<file path="config.mk">
export PLATFORM = sky130hd
export DESIGN_NAME = tdm_frame_timer
export DESIGN_NICKNAME = d
export VERILOG_FILES = /design/src/rtl/tdm_sync_pkg.sv /design/src/rtl/tdm_pol_detect.sv /design/src/rtl/tdm_pulse_track.sv /design/src/rtl/tdm_timebase.sv /design/src/rtl/tdm_frame_timer.sv
export SDC_FILE = /design/constraint.sdc
export NUM_CORES = 1
export LEC_CHECK = 0
export ABC_AREA = 1
export CAP_MARGIN = 20
export CORE_MARGIN = 5
export CORE_UTILIZATION = 49
export DETAILED_ROUTE_END_ITERATION = 7
export DONT_BUFFER_PORTS = 1
export SLEW_MARGIN = 20
export SYNTH_ARGS = -nofsm -noshare
export SYNTH_HDL_FRONTEND = slang
export SYNTH_SLANG_ARGS = --single-unit
</file>
<file path="constraint.sdc">
create_clock -name clk -period 2.17 [get_ports clk]
set_clock_uncertainty 0.2 [all_clocks]
set_input_delay 0.1085 -clock clk [delete_from_list [all_inputs] [get_ports clk]]
set_output_delay 0.1085 -clock clk [all_outputs]
set_load 0.01 [all_outputs]
</file>
<file path="src/rtl/tdm_sync_pkg.sv">
package tdm_sync_pkg;
   typedef enum logic {
      FMT_GCI   = 1'b0,
      FMT_STBUS = 1'b1
   } fp_fmt_t;
endpackage

</file>
<file path="src/rtl/tdm_pol_detect.sv">
module tdm_pol_detect
   import tdm_sync_pkg::*;
#(
   parameter int FRAME_CLKS = 512
) (
   input  logic    clk,
   input  logic    rst_n,
   input  logic    fp_s,
   input  logic    restart,
   output logic    fmt_valid,
   output fp_fmt_t fmt
);
   localparam int WW = $clog2(FRAME_CLKS);
   localparam int HW = WW + 1;

   logic [WW-1:0] wcnt;
   logic [HW-1:0] hcnt;
   logic [HW-1:0] hsum;
   logic          have_prev;
   fp_fmt_t       prev_fmt;
   fp_fmt_t       win_fmt;

   always_comb begin
      hsum    = hcnt + HW'(fp_s);
      win_fmt = (hsum > HW'(FRAME_CLKS / 2)) ? FMT_STBUS : FMT_GCI;
   end

   always_ff @(posedge clk) begin
      if (!rst_n || restart) begin
         wcnt      <= '0;
         hcnt      <= '0;
         have_prev <= 1'b0;
         prev_fmt  <= FMT_GCI;
         fmt_valid <= 1'b0;
         fmt       <= FMT_GCI;
      end else if (!fmt_valid) begin
         if (wcnt == WW'(FRAME_CLKS - 1)) begin
            wcnt      <= '0;
            hcnt      <= '0;
            prev_fmt  <= win_fmt;
            have_prev <= 1'b1;
            if (have_prev && (prev_fmt == win_fmt)) begin
               fmt_valid <= 1'b1;
               fmt       <= win_fmt;
            end
         end else begin
            wcnt <= wcnt + 1'b1;
            hcnt <= hsum;
         end
      end
   end
endmodule

</file>
<file path="src/rtl/tdm_pulse_track.sv">
module tdm_pulse_track
   import tdm_sync_pkg::*;
#(
   parameter int FRAME_CLKS = 512
) (
   input  logic    clk,
   input  logic    rst_n,
   input  logic    fp_s,
   input  logic    fmt_valid,
   input  fp_fmt_t fmt,
   output logic    pulse_start,
   output logic    restart,
   output logic    locked
);
   localparam int TMO = 2 * FRAME_CLKS;
   localparam int TW  = $clog2(TMO);

   logic          fp_d;
   logic          act_lvl;
   logic [TW-1:0] sp_cnt;

   always_comb begin
      act_lvl     = (fmt == FMT_STBUS) ? 1'b0 : 1'b1;
      pulse_start = fmt_valid && (fp_s == act_lvl) && (fp_d != act_lvl);
      restart     = fmt_valid && !pulse_start && (sp_cnt == TW'(TMO - 1));
   end

   always_ff @(posedge clk) begin
      if (!rst_n) begin
         fp_d   <= 1'b0;
         sp_cnt <= '0;
         locked <= 1'b0;
      end else begin
         fp_d <= fp_s;
         if (!fmt_valid || pulse_start || restart) sp_cnt <= '0;
         else                                      sp_cnt <= sp_cnt + 1'b1;
         if (!fmt_valid || restart) locked <= 1'b0;
         else if (pulse_start)      locked <= 1'b1;
      end
   end
endmodule

</file>
<file path="src/rtl/tdm_timebase.sv">
module tdm_timebase #(
   parameter int CHANNELS    = 32,
   parameter int BITS        = 8,
   parameter int CLK_PER_BIT = 2
) (
   input  logic                        clk,
   input  logic                        rst_n,
   input  logic                        align,
   input  logic                        locked,
   output logic [$clog2(CHANNELS)-1:0] chan,
   output logic [$clog2(BITS)-1:0]     bitn,
   output logic                        bit_bnd,
   output logic                        smp_pt,
   output logic                        chan_start,
   output logic                        chan_end,
   output logic                        frame_start
);
   localparam int PW     = $clog2(CLK_PER_BIT);
   localparam int BW     = $clog2(BITS);
   localparam int CHW    = $clog2(CHANNELS);
   localparam int CW     = PW + BW + CHW;
   localparam int LAST   = CHANNELS * BITS * CLK_PER_BIT - 1;
   localparam int SMP_PH = (3 * CLK_PER_BIT) / 4;

   logic [CW-1:0] cnt;
   logic [PW-1:0] phase;

   always_ff @(posedge clk) begin
      if (!rst_n)                   cnt <= '0;
      else if (align)               cnt <= '0;
      else if (cnt == CW'(LAST))    cnt <= '0;
      else                          cnt <= cnt + 1'b1;
   end

   generate
      if (CLK_PER_BIT == 2) begin : g_phase_bit
         assign phase = cnt[0];
      end else begin : g_phase_slice
         assign phase = cnt[PW-1:0];
      end
   endgenerate

   always_comb begin
      bitn        = cnt[PW+BW-1:PW];
      chan        = cnt[CW-1:PW+BW];
      bit_bnd     = locked && (phase == '0);
      smp_pt      = locked && (phase == PW'(SMP_PH));
      chan_start  = bit_bnd && (bitn == '0);
      chan_end    = locked && (bitn == BW'(BITS - 1)) && (phase == PW'(CLK_PER_BIT - 1));
      frame_start = chan_start && (chan == '0);
   end
endmodule

</file>
<file path="src/rtl/tdm_frame_timer.sv">
module tdm_frame_timer
   import tdm_sync_pkg::*;
#(
   parameter int CHANNELS    = 32,
   parameter int BITS        = 8,
   parameter int CLK_PER_BIT = 2
) (
   input  logic                        clk,
   input  logic                        rst_n,
   input  logic                        fp_in,
   output logic                        fmt_valid,
   output logic                        fmt_stbus,
   output logic                        locked,
   output logic [$clog2(CHANNELS)-1:0] chan,
   output logic [$clog2(BITS)-1:0]     bitn,
   output logic                        bit_bnd,
   output logic                        smp_pt,
   output logic                        chan_start,
   output logic                        chan_end,
   output logic                        frame_start,
   output logic                        bnd_on_fall,
   output logic                        smp_on_fall
);
   localparam int FRAME_CLKS = CHANNELS * BITS * CLK_PER_BIT;

   generate
      if (CLK_PER_BIT < 2 || (CLK_PER_BIT & (CLK_PER_BIT - 1)) != 0) begin : g_bad_cpb
         $error("CLK_PER_BIT must be a power of two of at least 2");
      end
      if (BITS < 2 || (BITS & (BITS - 1)) != 0) begin : g_bad_bits
         $error("BITS must be a power of two of at least 2");
      end
      if (CHANNELS < 2 || (CHANNELS & (CHANNELS - 1)) != 0) begin : g_bad_chan
         $error("CHANNELS must be a power of two of at least 2");
      end
   endgenerate

   logic    fp_s;
   logic    pulse_start;
   logic    restart;
   fp_fmt_t fmt;

   always_ff @(posedge clk) begin
      if (!rst_n) fp_s <= 1'b0;
      else        fp_s <= fp_in;
   end

   tdm_pol_detect #(.FRAME_CLKS(FRAME_CLKS)) u_det (
      .clk       (clk),
      .rst_n     (rst_n),
      .fp_s      (fp_s),
      .restart   (restart),
      .fmt_valid (fmt_valid),
      .fmt       (fmt)
   );

   tdm_pulse_track #(.FRAME_CLKS(FRAME_CLKS)) u_trk (
      .clk         (clk),
      .rst_n       (rst_n),
      .fp_s        (fp_s),
      .fmt_valid   (fmt_valid),
      .fmt         (fmt),
      .pulse_start (pulse_start),
      .restart     (restart),
      .locked      (locked)
   );

   tdm_timebase #(
      .CHANNELS    (CHANNELS),
      .BITS        (BITS),
      .CLK_PER_BIT (CLK_PER_BIT)
   ) u_tb (
      .clk         (clk),
      .rst_n       (rst_n),
      .align       (pulse_start),
      .locked      (locked),
      .chan        (chan),
      .bitn        (bitn),
      .bit_bnd     (bit_bnd),
      .smp_pt      (smp_pt),
      .chan_start  (chan_start),
      .chan_end    (chan_end),
      .frame_start (frame_start)
   );

   always_comb begin
      fmt_stbus   = (fmt == FMT_STBUS);
      bnd_on_fall = fmt_valid && (fmt == FMT_STBUS);
      smp_on_fall = fmt_valid && (fmt == FMT_GCI);
   end
endmodule

</file>
==> impl_metrics.json <==
{
  "status": "finished, final reports clean",
  "overflow": 0,
  "die_y_um": 76.39,
  "cp-start-kind": "flop",
  "layout-drive-gt1-share": 0.1656,
  "crit_fanout": 6,
  "p_sw_frac": 0.2293,
  "finalWirelength_um": 3966,
  "syn-cell-area_um2": 2160,
  "hold-worst-slack_ns": 0.01787,
  "power_frac_seq": 0.600,
  "synth_cells": 291,
  "startpoint": "u_trk.sp_cnt[0]$_SDFF_PP0_",
  "synth_area_leader_cell": "dfxtp_1",
  "worstPathRequired_ns": 2.16,
  "hold_class": "in -> reg",
  "numCtsBuffers": 5,
  "synth_top_family_by_area": "simple AND/OR/NAND/NOR gates",
  "ctsLongestPathBuffers": 2,
  "cts.root.buffer_cell": "clkbuf_8",
  "crit_path_end": "u_det.hcnt[7]$_SDFFE_PP0N_",
  "timing.rr.end": "u_det.hcnt[7]$_SDFFE_PP0N_",
  "wl_per_cell_um": 11.20,
  "fp.dieArea_um2": 5835,
  "reg2reg_slack_ns": 0.15,
  "combinationalPowerShare": 0.049,
  "synth.distinct_cells": 29,
  "pre_cts_slack_ns": 0.06917,
  "timing.critical_path.arrival_ns": 2.01,
  "p_leak_uw": 0.0009473,
  "grt_pass1_vias": 1573,
  "ys_warn_count": 0,
  "powerDensity_nw_per_um2": 583.8,
  "grt_usage": 0.1465,
  "post-route-period-util": 0.9298,
  "chipWidth_um": 76.39,
  "synth-adder-area-share": 0.04056,
  "ys_ff_latch": 45,
  "synthXorXnorAreaFrac": 0.04461,
  "yosys.area_share.simple": 0.2990,
  "synthMuxAreaShare": 0,
  "htree_num_levels": 2,
  "p_int_uw": 1092,
  "path_clk_slew_ns": 0.08,
  "grt_max_degree": 14,
  "tns_ns": 0,
  "drv_slew": 0,
  "reg2reg_depth": 12,
  "gp_congestion": 0.7552,
  "clkLatencyLatePin_ns": 0.29,
  "dr.pass1.iters": 4,
  "cap_viol_max_count": 0,
  "drtIter0Drc": 59,
  "finalPower_uw": 1416,
  "coreArea_um2": 4324,
  "finalHoldViolCount": 0,
  "diodes": 0,
  "cp-end-kind": "flop",
  "cts_sinks": 45,
  "peakVddDrop_uv": 298.4,
  "clock_power_share": 0.351,
  "period_minus_slack_ns": 2.018,
  "area_delta_synth_final_pct": 12.34,
  "vias": 1718,
  "dp_hpwl_um": 2975,
  "finalSetupViolations": 0,
  "grt_first_pass_wirelength_um": 7079,
  "timing.final.ws_setup_ns": 0.1524,
  "cts_tree": "yes",
  "power_switching_uw": 324.8,
  "num_io_pins": 21,
  "critPathKind": "reg -> reg",
  "synth_compound_area_frac": 0.08169,
  "io_buffer_count": 0,
  "timing.rr.start": "u_trk.sp_cnt[0]$_SDFF_PP0_",
  "syn_nets": 301,
  "worst_pin_slew_ns": 0.3927,
  "route.detailed.drc": 0,
  "yosys-top-cells-area": "dfxtp_1 (42%), inv_1 (8.3%), nand2_1 (8.3%), nor2_1 (7.5%), ha_1 (4.1%)",
  "rows": 24,
  "synth_top_cell_area_share": 0.4171,
  "ys_seq_area_frac": 0.4171,
  "max_freq_mhz": 495.6,
  "antenna_found_initial": 0,
  "drt.antenna.violating_nets": 0,
  "initial_utilization": 0.4994,
  "nets": 311,
  "slew_headroom": 0.7374,
  "avgViaCountPerCell": 4.853,
  "syn-mean-instance-area_um2": 7.421
}
[state kept, by name (all words and copies together), names as in the netlist]
name / cells
u_trk.fp_d: 1
u_det.hcnt: 10
u_det.fmt: 1
u_tb.cnt: 9
u_det.prev_fmt: 1
u_det.wcnt: 9
fp_s: 1
u_det.have_prev: 1
u_trk.locked: 1
u_trk.sp_cnt: 10
u_det.fmt_valid: 1
[metrics by stage]
stage,area (um^2),util,std cells
2_1_floorplan,2160,-,291
3_5_place_dp,2212,0.5116,341
3_3_place_gp,2212,0.5116,341
4_1_cts,2315,0.5353,351
5_1_grt,2426,0.5611,354
6_report,2426,0.5611,354
[cell families (layout without fill, tap and decap cells)]
kind of cell | Yosys count | count (layout)
AO/OA/AOI/OAI | 29 | 29
XOR/XNOR | 11 | 11
adder cells (fa/ha/maj) | 7 | 7
buffers and inverters | 59 | 70
flip-flops | 45 | 45
AND/OR/NAND/NOR | 140 | 140
[layout by cell type, fill, tap and decap left out]
| cell type | Yosys | final |
|---|---|---|
| a21oi_1 | 9 | 8 |
| nor3_1 | 7 | 6 |
| nor3_2 | 0 | 1 |
| inv_4 | 0 | 1 |
| dfxtp_4 | 0 | 2 |
| ha_4 | 0 | 3 |
| o22ai_1 | 2 | 2 |
| buf_6 | 0 | 1 |
| inv_1 | 48 | 46 |
| dfxtp_1 | 45 | 40 |
| ha_1 | 7 | 4 |
| o21ai_0 | 10 | 9 |
| buf_4 | 8 | 9 |
| dlygate4sd3_1 | 0 | 2 |
| clkbuf_8 | 0 | 5 |
| a211oi_1 | 1 | 1 |
| nand4_1 | 6 | 6 |
| xor2_1 | 7 | 7 |
| nand3b_1 | 1 | 1 |
| a22oi_2 | 0 | 2 |
| a31oi_1 | 1 | 1 |
| o21ai_4 | 1 | 1 |
| dfxtp_2 | 0 | 3 |
| nor4_1 | 1 | 1 |
| nor2_4 | 3 | 3 |
| a21oi_2 | 1 | 2 |
| o21ai_1 | 0 | 1 |
| and3_1 | 1 | 1 |
| inv_2 | 2 | 3 |
| nor2_1 | 43 | 40 |
| nand3_1 | 16 | 16 |
| clkinv_2 | 0 | 2 |
| nand2_1 | 48 | 45 |
| nand2_2 | 3 | 6 |
| o21bai_1 | 2 | 2 |
| nor3b_1 | 8 | 8 |
| xnor2_1 | 4 | 4 |
| nor2_2 | 3 | 6 |
| clkbuf_1 | 0 | 1 |
[how the worst min path moves through the flow]
stage / from / end / cells past startpoint
floorplan: rst_n / fp_s$_SDFF_PN0_ / 2
global placement: rst_n / u_trk.fp_d$_SDFF_PN0_ / 2
detailed placement: rst_n / u_trk.fp_d$_SDFF_PN0_ / 2
CTS: rst_n / u_trk.sp_cnt[8]$_SDFF_PP0_ / 2
global route: rst_n / u_trk.sp_cnt[7]$_SDFF_PP0_ / 2
finish: rst_n / u_trk.sp_cnt[1]$_SDFF_PP0_ / 2
[power by group through the flow]
stage / logic, uW / registers [uW] / clock network, uW
after floorplan: 44.8 / 867 / 0
after global placement: 57.7 / 870 / 0
after detailed placement: 58.5 / 870 / 0
after CTS: 63.2 / 851 / 522
after global routing: 79.7 / 853 / 572
final: 69.0 / 850 / 497
[critical path, stage by stage, from the launching register on]
cell,delay (ns)
dfxtp_4,0.37
ha_4,0.13
nand2_1,0.07
nor2_2,0.10
nand2_1,0.07
nor2_2,0.11
nand2_2,0.08
nor2_4,0.10
nand2_2,0.08
o21ai_4,0.29
nor2_4,0.11
a22oi_2,0.16
inv_1,0.05
[Yosys cell counts (all sizes together)]
library cell and count:
a21oi 10, nand2 51, a211oi 1, nor4 1, xnor2 4, and3 1
nand4 6, ha 7, nor3b 8, buf 9, inv 50, nor3 7
o21bai 2, nor2 49, o21ai 11, dfxtp 45, o22ai 2, nand3 16
xor2 7, a31oi 1, nand3b 1, a22oi 2
[layout make-up]
class,count,area [um^2]
Clock inverter,2,10.01
Inverter,50,190.2
Tap cell,52,65.06
Sequential cell,45,912.1
Multi-Input combinational cell,187,1077
Clock buffer,6,72.57
Timing Repair Buffer,12,98.84
Fill cell,413,1898
[timing repair]
action,in CTS,in global routing
hold buffers,2,0
endpoints found under the hold margin,24,0
resized for setup,0,28
buffers inserted,0,3
endpoints found under the setup margin,0,28
[routing by layer]
layer / global-route usage / vias up / part of all wire
met3: 0.05556 / 5 / 0.055
met2: 0.2192 / 37 / 0.43
met1: 0.1961 / 741 / 0.50
met5: 0 / - / 0
met4: 0.04196 / 0 / 0.012
li1: - / 935 / -
(Power assumes the default switching activity.)
